`config.mk`:
```
export PLATFORM = sky130hd
export DESIGN_NAME = mpu_region_eval
export DESIGN_NICKNAME = d
export VERILOG_FILES = /design/src/rtl/mpu_chk_pkg.sv /design/src/rtl/mpu_region_eval.sv
export SDC_FILE = /design/constraint.sdc
export NUM_CORES = 1
export LEC_CHECK = 0
export BUFFER_PORTS_ARGS = -buffer_cell sky130_fd_sc_hd__buf_2
export CORE_MARGIN = 3
export CORE_UTILIZATION = 37
export DETAILED_ROUTE_END_ITERATION = 16
export PLACE_DENSITY = 0.82
export SYNTH_ARGS = -nofsm -noshare
export SYNTH_HDL_FRONTEND = slang
export SYNTH_SLANG_ARGS = --single-unit
```
`constraint.sdc`:
```
create_clock -name vclk -period 2.57
set_clock_uncertainty 0.15 [all_clocks]
set_input_delay 0.514 -clock vclk [all_inputs]
set_output_delay 0.514 -clock vclk [all_outputs]
set_load 0.05 [all_outputs]
```
`src/rtl/mpu_chk_pkg.sv`:
```
package mpu_chk_pkg;

  // Granted operations, ordered read, write, execute
  typedef struct packed {
    logic rd;
    logic wr;
    logic ex;
  } perm_t;

  typedef enum logic [1:0] {
    CLS_NONE  = 2'd0,
    CLS_ONE   = 2'd1,
    CLS_MULTI = 2'd2
  } hit_class_e;

  localparam int RXW_FIELD_W = 6;
  localparam int RW_FIELD_W  = 2;

  function automatic perm_t user_perm(input logic [2:0] code);
    perm_t p;
    p.rd = code[2];
    p.wr = code[1];
    p.ex = code[0];
    return p;
  endfunction

  function automatic perm_t super_perm(input logic [1:0] scode, input logic [2:0] ucode);
    perm_t p;
    unique case (scode)
      2'd0:    p = '{rd: 1'b1, wr: 1'b1, ex: 1'b1};
      2'd1:    p = '{rd: 1'b1, wr: 1'b0, ex: 1'b1};
      2'd2:    p = '{rd: 1'b1, wr: 1'b1, ex: 1'b0};
      default: p = user_perm(ucode);
    endcase
    return p;
  endfunction

endpackage

```
`src/rtl/mpu_region_eval.sv`:
```
module mpu_region_eval
  import mpu_chk_pkg::*;
#(
  parameter int ADDR_W    = 32,
  parameter int PID_W     = 8,
  parameter int GRAN_BITS = 5,
  parameter int NRXW      = 4,
  parameter int NRW       = 4,
  localparam int RIGHTS_W = NRXW * RXW_FIELD_W + NRW * RW_FIELD_W,
  localparam int MST_W    = $clog2(NRXW + NRW),
  localparam int RW_BASE  = NRXW * RXW_FIELD_W
) (
  input  logic [ADDR_W-1:0]   reg_start,
  input  logic [ADDR_W-1:0]   reg_end,
  input  logic                reg_valid,
  input  logic [RIGHTS_W-1:0] reg_rights,
  input  logic [PID_W-1:0]    reg_pid,
  input  logic [PID_W-1:0]    reg_mask,
  input  logic [ADDR_W-1:0]   addr,
  input  logic [MST_W-1:0]    master,
  input  logic                want_rd,
  input  logic                want_wr,
  input  logic                want_ex,
  input  logic                is_super,
  input  logic [PID_W-1:0]    pid,
  output logic                hit,
  output logic                grant
);

  localparam logic [ADDR_W-1:0] GRAN_MASK = ADDR_W'((64'd1 << GRAN_BITS) - 64'd1);

  logic [ADDR_W-1:0]      lo_bound, hi_bound;
  logic                   in_range;
  logic [RXW_FIELD_W-1:0] rxw_fld;
  logic [RW_FIELD_W-1:0]  rw_fld;
  logic                   is_rxw;
  logic                   pid_ok;
  perm_t                  perm;

  assign lo_bound = reg_start & ~GRAN_MASK;
  assign hi_bound = reg_end | GRAN_MASK;
  assign in_range = (addr >= lo_bound) && (addr <= hi_bound);
  assign is_rxw   = (master < MST_W'(NRXW));

  always_comb begin
    rxw_fld = '0;
    rw_fld  = '0;
    for (int m = 0; m < NRXW; m++) begin
      if (master == MST_W'(m)) rxw_fld = reg_rights[m*RXW_FIELD_W +: RXW_FIELD_W];
    end
    for (int m = 0; m < NRW; m++) begin
      if (master == MST_W'(NRXW + m)) rw_fld = reg_rights[RW_BASE + m*RW_FIELD_W +: RW_FIELD_W];
    end
  end

  always_comb begin
    if (is_rxw) begin
      perm   = is_super ? super_perm(rxw_fld[4:3], rxw_fld[2:0]) : user_perm(rxw_fld[2:0]);
      pid_ok = !rxw_fld[5] || (((pid ^ reg_pid) & ~reg_mask) == '0);
    end else begin
      perm   = '{rd: rw_fld[0], wr: rw_fld[1], ex: 1'b0};
      pid_ok = 1'b1;
    end
  end

  assign hit   = reg_valid && in_range && pid_ok;
  assign grant = hit && (!want_rd || perm.rd) && (!want_wr || perm.wr) && (!want_ex || perm.ex);

endmodule

```
==> run summary, run 1 <==
Synth cell types - 43
Hold Buf Count CTS - 0
Total vias in the final route - 2451
Row cnt - 25
Full die area - 0.00595 mm2
Pin count of the biggest net entering global routing - 11
Data required time of the worst path - 1.91 ns
Hold Path Class - input pin to output pin
Sw Share - 43.8%
Die Width - 77.2 um
First-pass GRT wire length - 9980 um
Place WS - -0.623 ns
Sw Pwr - 0.240 mW
Wire per inst - 14.2 um
Status - finished with violations
Antenna violations before repair - 0
Mean cell area of the mapped netlist - 7.55 um2
Int Power - 0.308 mW
Most frequent cells in the layout - 128 x buf_2, 46 x inv_1, 33 x ha_1, 22 x buf_6, 21 x ha_4
Setup Crit Path Kind - input pin to output pin
Mapped cell area - 0.00187 mm2
Final Cell Area - 0.00346 mm2
Fin crit period - 3.07 ns
Ys Warns - 0
DRT iter0 DRCs - 36
Total track usage - 19.6%
RSZ-0062 raised after global routing - yes
Clk pwr share - 0%
Final core utilization - 71.7%
Placed Instance Area - 0.00287 mm2
Vias in the first global route - 2512
CP Max Fanout - 3
Slew Limit Fails - 0
Max Freq - 326 MHz
Pwr dens - 159 mW/mm2
Synth-to-Final Area Change - 84.5%
DRT Pass-1 Iters - 4
Total Neg Setup Slack - -0.965 ns
Final hold slack - 1.39 ns
Mapped Nets - 462
Worst slew pin tran - 0.368 ns
Relative slew margins - 75.2%
Final period util - 119%
Post-Route WL - 6930 um
Flip-flop and latch area - 0 um2
Core box area - 0.00482 mm2
Final ANT Viol Nets - 0
CP Launch Type - input pin
Fraction of layout cells with a size suffix above 1 - 55.7%
I/O pins - 162
Leakage - 1.87 nW
GP Congestion - 0.908
Nets - 636
Comb pwr share - 100.0%
Post-Place Cells - 479
Setup ws final - -0.495 ns
Most common cell after layout, fill and taps aside - buf_2
Failing checks - negative setup slack
Ant. Diodes - 0
Fin. Hold Viols - 0
Port buffer count - 152
Non-Filler Instances - 487
Kind of end point of the critical path - output pin
DRC viols - 0
Max VDD drop - 95.5 uV
Clock buf count - 0
# fillers - 357
Chip Height - 77.2 um
Final count of negative-setup-slack endpoints - 2
Starting Density - 38.9%
Gr ovfl total - 0
Design Power - 0.548 mW
Flop pwr share - 0%
Max cap viols - 0
DP Wirelength - 5430 um
Multi-input logic area - 0.00199 mm2
Seq cells - 0
Synth Instances - 248
Crit path arrival time - 2.40 ns
Post-synthesis sequential area ratio - 0%
Post-DR vias/cell - 5.03
## cells in the mapped netlist, types with 4 or more instances
master | number | area share, %
a21o_1 | 8 | 3.2
nor2_1 | 4 | 0.80
nand4_1 | 11 | 3.7
xnor2_1 | 8 | 3.7
a21oi_1 | 19 | 5.1
ha_1 | 54 | 36
o21ai_0 | 7 | 1.9
nand2_1 | 6 | 1.2
mux2i_1 | 9 | 4.8
o22ai_1 | 5 | 1.7
inv_1 | 61 | 12
## critical path, stage by stage
cell       delay, ns
buf_2           0.07
inv_1           0.03
ha_1            0.31
and4_1          0.23
a221o_1         0.36
a2111oi_4       0.43
a211oi_4        0.12
and2_4          0.18
buf_8           0.14
## power groups by stage
stage | registers, mW | clock network [mW] | logic, mW
after floorplan | 0 | 0 | 0.230
after global placement | 0 | 0 | 0.412
after detailed placement | 0 | 0 | 0.429
after CTS | 0 | 0 | 0.493
after global routing | 0 | 0 | 0.608
final | 0 | 0 | 0.548
## path summary, 6_finish.rpt
kind              depth (start not counted)           from    end  slack (ns)
setup / recovery                          9  reg_start[22]  grant       -0.50
hold / removal                            5      reg_valid    hit        1.39
## cells by family (layout without fill, tap and decap cells)
logic type	after synthesis	after routing	synth area share [%]
simple gates	47	47	14.9
mux	12	12	8.42
buf+inv	65	237	13.6
fa+ha+maj	54	54	36.1
compound gates	62	62	23.3
xor+xnor	8	8	3.74
## layout make-up
type / count / share of cell area, %
Multi-Input combinational cell: 183 / 57.7
Timing Repair Buffer: 176 / 32.8
Tap cell: 67 / 2.43
Inverter: 61 / 7.06
## repair_timing
item	4_1_cts	5_1_grt
setup buffers	6	2
pin swaps	23	28
setup endpoints to repair	2	2
gates resized for setup	53	41
## routing by layer
layer  GRT usage [%]  up-vias  share of wire [%]
met5               0        -                  0
met4            1.60        0                2.1
met3            1.29       14                5.7
met2            41.3      109                 56
met1            21.4     1082                 36
li1                -     1246                  -
No activity file was read; power rests on OpenSTA's default activity.
==> run 2: changes to the inputs <==
--- a/config.mk
+++ b/config.mk
@@ -7,9 +7,9 @@
 export LEC_CHECK = 0
 export BUFFER_PORTS_ARGS = -buffer_cell sky130_fd_sc_hd__buf_2
 export CORE_MARGIN = 3
-export CORE_UTILIZATION = 37
+export CORE_UTILIZATION = 41
 export DETAILED_ROUTE_END_ITERATION = 16
-export PLACE_DENSITY = 0.82
+export PLACE_DENSITY = 0.86
 export SYNTH_ARGS = -nofsm -noshare
 export SYNTH_HDL_FRONTEND = slang
 export SYNTH_SLANG_ARGS = --single-unit
==> constraint.sdc (replaced) <==
create_clock -name vclk -period 3.1
set_clock_uncertainty 0.15 [all_clocks]
set_input_delay 0.62 -clock vclk [all_inputs]
set_output_delay 0.62 -clock vclk [all_outputs]
set_load 0.05 [all_outputs]
==> run 2 against run 1 <==
Effect of this change: setup slack gained 0.33 ns; first-iteration DRC count grew 14%; global-route usage grew 1.7 points; count of clock-buffer cells in the layout is the same; critical path depth grew 1; hold slack gained 0.20 ns; the run still ends with negative setup slack left; via count grew 0.20%; sequential share of layout area is the same; non-clock buffer count grew 4; core utilization grew 3.1 points; combinational power shrank 26%.
==> run summary, run 2 (synthesized netlist as in run 1, its figures left out) <==
Comb pwr share - 100.0% (about the same)
I/O pins - 162 (unchanged)
Port buffer count - 152 (unchanged)
First-pass GRT wire length - 9530 um (was 9980 um)
Failing checks - negative setup slack (unchanged)
Kind of end point of the critical path - output pin (unchanged)
Most common cell after layout, fill and taps aside - buf_2 (unchanged)
Final count of negative-setup-slack endpoints - 2 (unchanged)
Full die area - 0.00542 mm2 (was 0.00595 mm2)
Setup ws final - -0.163 ns (was -0.495 ns)
GP Congestion - 0.863 (was 0.908)
Starting Density - 44.6% (was 38.9%)
Max VDD drop - 79.4 uV (was 95.5 uV)
Total track usage - 21.2% (was 19.6%)
Final hold slack - 1.59 ns (was 1.39 ns)
Fraction of layout cells with a size suffix above 1 - 49.3% (was 55.7%)
Chip Height - 73.6 um (was 77.2 um)
Design Power - 0.403 mW (was 0.548 mW)
Slew Limit Fails - 0 (unchanged)
Worst slew pin tran - 0.326 ns (was 0.368 ns)
Status - finished with violations (unchanged)
CP Max Fanout - 3 (unchanged)
Final period util - 105%
Crit path arrival time - 2.49 ns (was 2.40 ns)
DRT Pass-1 Iters - 4 (unchanged)
Nets - 640 (was 636)
Ant. Diodes - 0 (unchanged)
DRT iter0 DRCs - 41 (was 36)
Pin count of the biggest net entering global routing - 12 (was 11)
Seq cells - 0 (unchanged)
Die Width - 73.6 um (was 77.2 um)
Most frequent cells in the layout - 144 x buf_2, 59 x inv_1, 47 x ha_1, 25 x buf_4, 18 x a21oi_1 (was 128 x buf_2, 46 x inv_1, 33 x ha_1, 22 x buf_6, 21 x ha_4)
Clk pwr share - 0% (about the same)
Sw Share - 44.2% (was 43.8%)
Antenna violations before repair - 0 (unchanged)
Hold Path Class - input pin to output pin (unchanged)
Synth-to-Final Area Change - 67.9% (was 84.5%)
Hold Buf Count CTS - 0 (unchanged)
Setup Crit Path Kind - input pin to output pin (unchanged)
Flip-flop and latch area - 0 um2 (unchanged)
Int Power - 0.225 mW (was 0.308 mW)
Max cap viols - 0 (unchanged)
Post-DR vias/cell - 5.18 (was 5.03)
Fin crit period - 3.26 ns
Total vias in the final route - 2456 (was 2451)
Wire per inst - 12.9 um (was 14.2 um)
Flop pwr share - 0% (about the same)
Relative slew margins - 78.3% (was 75.2%)
CP Launch Type - input pin (unchanged)
DRC viols - 0 (unchanged)
Gr ovfl total - 0 (unchanged)
Pwr dens - 128 mW/mm2 (was 159 mW/mm2)
Max Freq - 307 MHz
Row cnt - 23 (was 25)
Data required time of the worst path - 2.33 ns (was 1.91 ns)
Vias in the first global route - 2440 (was 2512)
Fin. Hold Viols - 0 (unchanged)
DP Wirelength - 5420 um (was 5430 um)
RSZ-0062 raised after global routing - yes (unchanged)
Core box area - 0.00420 mm2 (was 0.00482 mm2)
Leakage - 1.84 nW (was 1.87 nW)
Clock buf count - 0 (unchanged)
Final ANT Viol Nets - 0 (unchanged)
Post-Route WL - 6100 um (was 6930 um)
Sw Pwr - 0.178 mW (was 0.240 mW)
-- run 2: cell types whose count changed in the layout (fill, tap and decap cells not counted), sizes merged --
cell,change
buf,+4
-- run 2: what timing repair did --
| action | 4_1_cts | 5_1_grt |
|---|---|---|
| pin swaps | 17 | 9 |
| endpoints found under the setup margin | 2 | 2 |
| buffers inserted | 0 | 2 |
| gates resized for setup | 25 | 12 |
| cloned | 0 | 0 |
-- run 2: cell type report --
type	count	area, um2
Fill cell	327	1060
Inverter	61	241
Multi-Input combinational cell	183	1800
Tap cell	50	62.6
Timing Repair Buffer	180	1040
-- run 2: worst max-delay path, stage by stage --
cell,delay [ns]
buf_2,0.08
inv_1,0.04
ha_1,0.32
a41oi_2,0.17
o21ai_1,0.09
a221o_1,0.37
a2111oi_4,0.37
a211oi_4,0.11
and2_4,0.18
buf_8,0.14
-- run 2: per-stage QoR --
| step | setup slack [ns] | util, % | setup TNS (ns) | instance area (um2) | cells |
|---|---|---|---|---|---|
| after floorplan | -0.213 | - | -0.213 | 1920 | 248 |
| after global placement | -0.320 | 69.4 | -0.533 | 2910 | 472 |
| after detailed placement | -0.366 | 69.4 | -0.625 | 2910 | 472 |
| after CTS | -0.125 | 73.1 | -0.238 | 3070 | 472 |
| after global routing | -0.245 | 74.8 | -0.463 | 3140 | 474 |
| final | -0.163 | 74.8 | -0.298 | 3140 | 474 |
-- run 2: final timing paths --
| path | start | to | cells past startpoint |
|---|---|---|---|
| worst max-delay path | reg_start[19] | grant | 10 |
| worst min-delay path | reg_valid | hit | 5 |
-- run 2: power by group through the flow --
stage	clock (mW)	sequential, mW	combinational, mW
after floorplan	0	0	0.190
after global placement	0	0	0.346
after CTS	0	0	0.388
after global routing	0	0	0.451
after detailed placement	0	0	0.361
final	0	0	0.403
-- run 2: per-layer routing --
layer	vias up	GRT usage, %	wire [um]
li1	1252	-	-
met1	1095	22.2	2160
met2	99	44.4	3440
met3	10	1.92	407
met4	0	4.23	88
met5	-	0	0
